--- config.mk ---
export PLATFORM = sky130hd
export DESIGN_NAME = spi_clk_timing
export DESIGN_NICKNAME = d
export VERILOG_FILES = /design/src/rtl/spi_clk_timing.sv
export SDC_FILE = /design/constraint.sdc
export NUM_CORES = 1
export LEC_CHECK = 0
export BUFFER_PORTS_ARGS = -buffer_cell sky130_fd_sc_hd__buf_2
export CAP_MARGIN = 20
export CORE_MARGIN = 2
export CORE_UTILIZATION = 35
export DETAILED_ROUTE_END_ITERATION = 7
export PLACE_DENSITY_LB_ADDON = 0.2
export SLEW_MARGIN = 0
export SYNTH_ARGS = -nofsm -noshare
export SYNTH_HDL_FRONTEND = slang
export SYNTH_SLANG_ARGS = --single-unit
--- constraint.sdc ---
create_clock -name clk -period 3.5 [get_ports clk]
set_input_delay 1.05 -clock clk [delete_from_list [all_inputs] [get_ports clk]]
set_output_delay 1.05 -clock clk [all_outputs]
set_load 0.01 [all_outputs]
--- src/rtl/spi_clk_timing.sv ---
module spi_clk_timing #(
  parameter int BITS = 8,
  parameter int HCW  = 4
) (
  input  logic            clk,
  input  logic            rst_n,
  input  logic [2:0]      div_sel,
  input  logic            tx_adv,
  input  logic [2:0]      rx_dly,
  input  logic            start,
  input  logic [BITS-1:0] tx_byte,
  input  logic            miso,
  output logic            sclk,
  output logic            cs_n,
  output logic            mosi,
  output logic [BITS-1:0] rx_byte,
  output logic            rx_valid
);
  localparam int HIW = $clog2(2*BITS);
  localparam int BW  = $clog2(BITS);
  localparam logic [HIW-1:0] HI_LAST = HIW'(2*BITS-1);

  typedef enum logic [1:0] {IDLE, LEAD, SHIFT, TAIL} st_t;

  function automatic logic [HCW-1:0] half_m1(input logic [2:0] c);
    case (c)
      3'd0: return HCW'(0);
      3'd1: return HCW'(1);
      3'd2: return HCW'(2);
      3'd3: return HCW'(3);
      3'd4: return HCW'(7);
      3'd5: return HCW'(11);
      default: return HCW'(15);
    endcase
  endfunction

  st_t             st;
  logic [HCW-1:0]  hc, hm1;
  logic [HIW-1:0]  hi;
  logic            adv_q, pend;
  logic [2:0]      dly_q, dcnt;
  logic [BITS-1:0] txq, rxsh;
  logic [BW-1:0]   rxn;

  logic [HCW-1:0]  hm1_new;
  logic [2:0]      dly_new;
  logic            last_half, fall_ev, cap;
  logic            nxt_shift;
  logic [BW-1:0]   cur_idx, nxt_idx;
  logic            mosi_now, mosi_adv;

  assign hm1_new   = half_m1(div_sel);
  assign dly_new   = (HCW'(rx_dly) > hm1_new) ? hm1_new[2:0] : rx_dly;
  assign last_half = (hc == hm1);
  assign fall_ev   = (st == SHIFT) && hi[0] && last_half;
  assign cap       = (fall_ev && dly_q == 3'd0) || (pend && dcnt == 3'd1);

  assign cs_n    = (st == IDLE);
  assign sclk    = (st == SHIFT) && hi[0];
  assign cur_idx = hi[HIW-1:1];

  always_comb begin
    nxt_shift = 1'b0;
    nxt_idx   = cur_idx;
    if (st == LEAD && hi[0] && last_half) begin
      nxt_shift = 1'b1;
      nxt_idx   = '0;
    end else if (st == SHIFT) begin
      nxt_shift = 1'b1;
      if (last_half && hi[0]) begin
        if (hi == HI_LAST) nxt_shift = 1'b0;
        else nxt_idx = cur_idx + 1'b1;
      end
    end
  end

  assign mosi_now = (st == SHIFT) ? txq[BW'(BITS-1) - cur_idx] : 1'b0;
  assign mosi_adv = nxt_shift ? txq[BW'(BITS-1) - nxt_idx] : 1'b0;
  assign mosi     = adv_q ? mosi_adv : mosi_now;

  always_ff @(posedge clk or negedge rst_n) begin
    if (!rst_n) begin
      st    <= IDLE;
      hc    <= '0;
      hi    <= '0;
      hm1   <= '0;
      adv_q <= 1'b0;
      dly_q <= '0;
      txq   <= '0;
    end else begin
      case (st)
        IDLE: if (start) begin
          st    <= LEAD;
          hc    <= '0;
          hi    <= '0;
          hm1   <= hm1_new;
          adv_q <= tx_adv;
          dly_q <= dly_new;
          txq   <= tx_byte;
        end
        LEAD: if (last_half) begin
          hc <= '0;
          if (hi[0]) begin
            st <= SHIFT;
            hi <= '0;
          end else hi <= hi + 1'b1;
        end else hc <= hc + 1'b1;
        SHIFT: if (last_half) begin
          hc <= '0;
          if (hi == HI_LAST) st <= TAIL;
          else hi <= hi + 1'b1;
        end else hc <= hc + 1'b1;
        default: if (last_half) st <= IDLE;
                 else hc <= hc + 1'b1;
      endcase
    end
  end

  always_ff @(posedge clk or negedge rst_n) begin
    if (!rst_n) begin
      pend     <= 1'b0;
      dcnt     <= '0;
      rxsh     <= '0;
      rxn      <= '0;
      rx_byte  <= '0;
      rx_valid <= 1'b0;
    end else begin
      rx_valid <= 1'b0;
      if (fall_ev && dly_q != 3'd0) begin
        pend <= 1'b1;
        dcnt <= dly_q;
      end else if (pend) begin
        dcnt <= dcnt - 1'b1;
        if (dcnt == 3'd1) pend <= 1'b0;
      end
      if (st == IDLE && start) begin
        rxn <= '0;
      end else if (cap) begin
        rxsh <= {rxsh[BITS-2:0], miso};
        rxn  <= rxn + 1'b1;
        if (rxn == BW'(BITS-1)) begin
          rx_byte  <= {rxsh[BITS-2:0], miso};
          rx_valid <= 1'b1;
        end
      end
    end
  end
endmodule


After elaboration in Yosys (flattened, before gate mapping)
Index checks and enable logic that the tools add are counted.

Flip-flop bits (word level): 49. Bits of input ports: 19. Logic and storage cells: 110.

Add/subtract/negate cells: 7. Magnitude comparators: 3. Equality and inequality tests: 18. Mux-type cells: 43. Bitwise logic cells: 1. Reductions and logical operators: 25.

Operators by type and width (number): 4-bit 2-to-1 mux (7); 3-bit 2-to-1 mux (9); 4-bit one-hot mux with 6 select lines (1); 1-bit 2-to-1 mux (15); 2-bit 2-to-1 mux (6); 4-bit one-hot mux with 3 select lines (1); 2-bit != test (second input constant) (5); 3-bit equality test (second input constant) (3); 1-bit logical AND (9); 4-bit by 1-bit adder with 4-bit output (second input constant) (2); 3-bit by 4-bit < comparator with 1-bit output (second input constant) (2); 4-bit one-hot mux with 2 select lines (1); 3-bit by 1-bit adder with 3-bit output (second input constant) (2); 1-bit binary-select mux with 3-bit select (2); 3-bit by 1-bit equality test with 1-bit output (second input constant) (2); 3-bit by 2-bit equality test with 1-bit output (second input constant) (2); 3-bit zero test (2); 2-bit one-hot mux with 3 select lines (1); 2-bit AND reduction (3); 6-bit AND reduction (1); 2-bit nonzero test (3); 3-bit nonzero test (2); 3-bit subtractor (first input constant) (2); 5-bit AND reduction (1); other kinds (13) (13).

Depth between registers and ports, before layout
Depth in word-level cells: 10. Mapped depth: 10. Mapped depth without buffers: 9.

Least setup slack after synthesis
OpenSTA, ideal clock, no wires.

Path type: reg2out. Start point: register hc[1]. End point: output mosi. Data arrival time: 2154 ps. Data required time: 2450 ps. Slack: 296 ps. Stages on the path, launching flop included: 7. Buffers on the path: 0. Cell sequence: dfrtp_1 xor2_1 nor4_4 nand2_2 a222oi_1 mux2_2 o21ai_1.

Cells in the longest elaborated chain, start to end: 10. Elaborated cells on any way between the ends: 14. Classes of those cells: 1 x add/sub; 1 x eq/ne; 10 x mux; 2 x reduce/logical.

Ends and longest elaborated chain: start, declared (line 38) `logic [HCW-1:0] hc, hm1;`; start signal, assigned (line 107) `end else hc <= hc + 1'b1;`; start signal, assigned (line 112) `end else hc <= hc + 1'b1;`; start signal, assigned (line 114) `else hc <= hc + 1'b1;`; 4-bit equality test (*) (line 54) `assign last_half = (hc == hm1);`; 1-bit logical AND (line 70) `if (last_half && hi[0]) begin`; 3-bit 2-to-1 mux (line 70); 3-bit 2-to-1 mux (line 68) `end else if (st == SHIFT) begin`; 3-bit 2-to-1 mux (line 65) `if (st == LEAD && hi[0] && last_half) begin`; 3-bit subtractor (line 78) `assign mosi_adv = nxt_shift ? txq[BW'(BITS-1) - nxt_idx] : 1'b0;`; 1-bit binary-select mux with 3-bit select (line 78); 1-bit 2-to-1 mux (implied by the code) (line 78); 1-bit 2-to-1 mux (*) (line 78); 1-bit 2-to-1 mux (*) (line 79) `assign mosi = adv_q ? mosi_adv : mosi_now;`; end, declared (line 15) `output logic mosi,`.

Every way passes the cells marked *; elsewhere a longest branch is shown, timed or not. The select of a mux whose other input is x is not followed.

Worst setup path after layout
Ends and elaborated chain as after synthesis.

==> summary.txt <==
RSZ-0062 raised after global routing: yes
HP Class: register to register
Global route overflow: 0
Design Area, Final: 3210 um^2
Synthesized area: 2720 um^2
Vias/cell: 5.03
Main combinational cell family by area after synthesis: multiplexers
Setup violators final: 0
Placed cell areas: 3000 um^2
Initial Util: 35.7%
Post-Synth XOR/XNOR Area: 1.61%
Hpwl dp: 3790 um
P&R area growth vs syn: 18.1%
Setup crit end kind: primary output
CTS tree: done
Die area: 8480 um^2
Hold-fix buffers, CTS: 0
Drt wl/cell: 13.5 um
Synth Area in Adders: 6.91%
Post-Route Utilization: 42.2%
Multiplexer area fraction after synthesis: 16.2%
Period Utilization, post-route: 99.7%
Seq/Total Area, Yosys: 45.1%
Clock Tree Buf Depth: 2
Layout cell share with drive strength beyond 1: 29.3%
Top layer in use: met4
Worst setup SP type: register
Seq. cell area: 1230 um^2
Nets: 316
Final Hold Viols: 0
Hold depth: 1
Die W: 92.1 um
Leakage: 1.48 nW
Core area: 7610 um^2
Post-synth EDFFs: 0
CP Data Required Time: 2.45 ns
Met1 wire length: 2490 um
Rows: 32
Worst-path fanout max: 16
Pre-antenna DRT Iters: 4
YS warnings: 0
Detailed-route via count: 1,938
Slew Limit Fails: 0
GRT Resource Usage Total: 12.9%
Port bufs: 30
Commonest non-fill, non-tap cells in the layout: dfrtp_1, buf_2, nand2_1
VDD IR-drop max: 0.374 mV
FF+latch count, synth: 49
WS Path Type: register to primary output
Syn_nets: 278
Global-route wire length before repair: 8840 um
Rel. slew slack: 59.7%
Pwr Density: 720 nW/um^2
Crit path DAT: 2.44 ns
Top cell type's share of synthesized area: 45.1%
Detailed-route wire length: 5180 um
CTS HTree Levels: 2
Wire length on met3: 153 um
Maxcap violations: 0
Commonest non-fill, non-tap cell in the layout: dfrtp_1
Final hold slack: 0.489 ns
Multi-input gate area: 1430 um^2
Routed wl met2: 2490 um
Worst Max-Slew Pin Slew: 0.604 ns
Ys async rst share: 100%
Die Ht: 92.1 um
Setup_tns: 0 ns
ANT cells: 0
Mean Syn Cell Area: 11.1 um^2
Synth top area cells: dfrtp_1, ha_1, mux2_1
Synth area leader: dfrtp_1
Gpl congestion: 0.767
Largest net degree at the start of global routing: 27
Fmax: 287 MHz
Worst Slack Setup Final: 0.0107 ns
Clock Tree Root: clkbuf_8
Crit path time final: 3.49 ns
DRC violation count after routing: 0
Worst-Skew Late Latency: 0.30 ns
Post-synth cell types: 54
Post-Synthesis Cells: 244
CTS clk-pin slew, worst paths: 0.09 ns
TritonCTS Buffers: 5
Simple-gate share of the synthesized area: 11.8%
Ports: 31
Pre-CTS setup slack: 0.215 ns
Fill count: 781
CTS sink cnt: 49
Synth Area in Compound Gates: 14.6%
Number of routed nets with antenna violations: 0
Reg2Reg Depth: 9
Clk_skew: 0.00987 ns
Outcome: complete, no violations
1st-iter DRT viols: 72
Initial antenna violation count: 0
Ys flop type: dfrtp_1
Vias in the first global route: 1,874
## what timing repair did
item,4_1_cts,5_1_grt
setup buffers,3,3
pin swaps,3,6
gates resized for setup,1,9
endpoints found under the setup margin,1,1
hold endpoints to repair,0,0
## state kept, by name, summed over array words and instances, names as in the netlist
signal and count:
hc 4, rx_byte 8, rxsh 7, pend 1, dly_q 3, adv_q 1, hm1 4, rxn 3
rx_valid 1, dcnt 3, txq 8, st 2, hi 4
## area by class of cell
| type | count | area share, % |
|---|---|---|
| clock buffers | 6 | 2.57 |
| clock inverters | 2 | 1.17 |
| inverters | 15 | 1.76 |
| multi-input cells | 169 | 44.4 |
| flip-flops and latches | 49 | 38.2 |
| well taps | 102 | 3.98 |
| repair buffers | 42 | 7.88 |
## power by group
group / total, mW / internal [mW] / switching, mW
Combinational: 1.00 / 0.490 / 0.513
Sequential: 0.883 / 0.733 / 0.150
Clock: 0.422 / 0.232 / 0.190
Total: 2.31 / 1.46 / 0.853
## per-stage QoR
step | std cells | total power, mW
final | 385 | 2.31
after global placement | 371 | 1.81
after global routing | 385 | 2.50
after CTS | 382 | 2.29
after floorplan | 244 | 1.60
after detailed placement | 371 | 1.83
## critical path, stage by stage, from the launching register on
cell and delay, ns:
dfrtp_1 0.44, xor2_2 0.17, nor4_4 0.33, buf_4 0.19, buf_12 0.13, a222oi_1 0.07
buf_4 0.16, nand4b_1 0.17, o221a_1 0.28, o21ai_2 0.06, buf_2 0.13
## logic make-up after synthesis
family,after synthesis
DFF,49
and+or+nand+nor,58
adders and majority gates,15
xor gates and xnor gates,5
buffers and inverters,26
AOI/OAI and AO/OA,53
muxes,38
## synthesized netlist by cell type, drive strengths merged (2+ instances only)
cell type,instances
o21ai,14
or2,2
nor4,2
o21a,2
nand2,18
a21o,4
xor2,4
a311oi,2
mux4,2
dfrtp,49
a22o,2
a32o,3
o22ai,2
or3,2
mux2i,8
nor2,9
nor3,7
a21oi,10
clkbuf,9
nand3,6
mux2,28
nor2b,4
o22a,2
nand3b,2
ha,15
buf,2
inv,15
## path summary, 6_finish.rpt
path	slack [ns]	startpoint	endpoint
min	0.49	rx_byte[6]	rx_byte[6]
min reg2reg	0.49	rx_byte[6]	rx_byte[6]
max	0.01	hc[1]	mosi
max reg2reg	1.14	hc[1]	rx_byte[7]
max in group asynchronous	2.00	rst_n	rxn[0]
min in group asynchronous	0.75	rst_n	rx_byte[2]
## per-layer routing
layer,global-route usage (%),vias to the layer above
li1,-,967
met1,17.7,932
met2,20.7,34
met3,2.47,5
met4,4.10,0
met5,0,-
No activity file was read; power rests on OpenSTA's default activity.
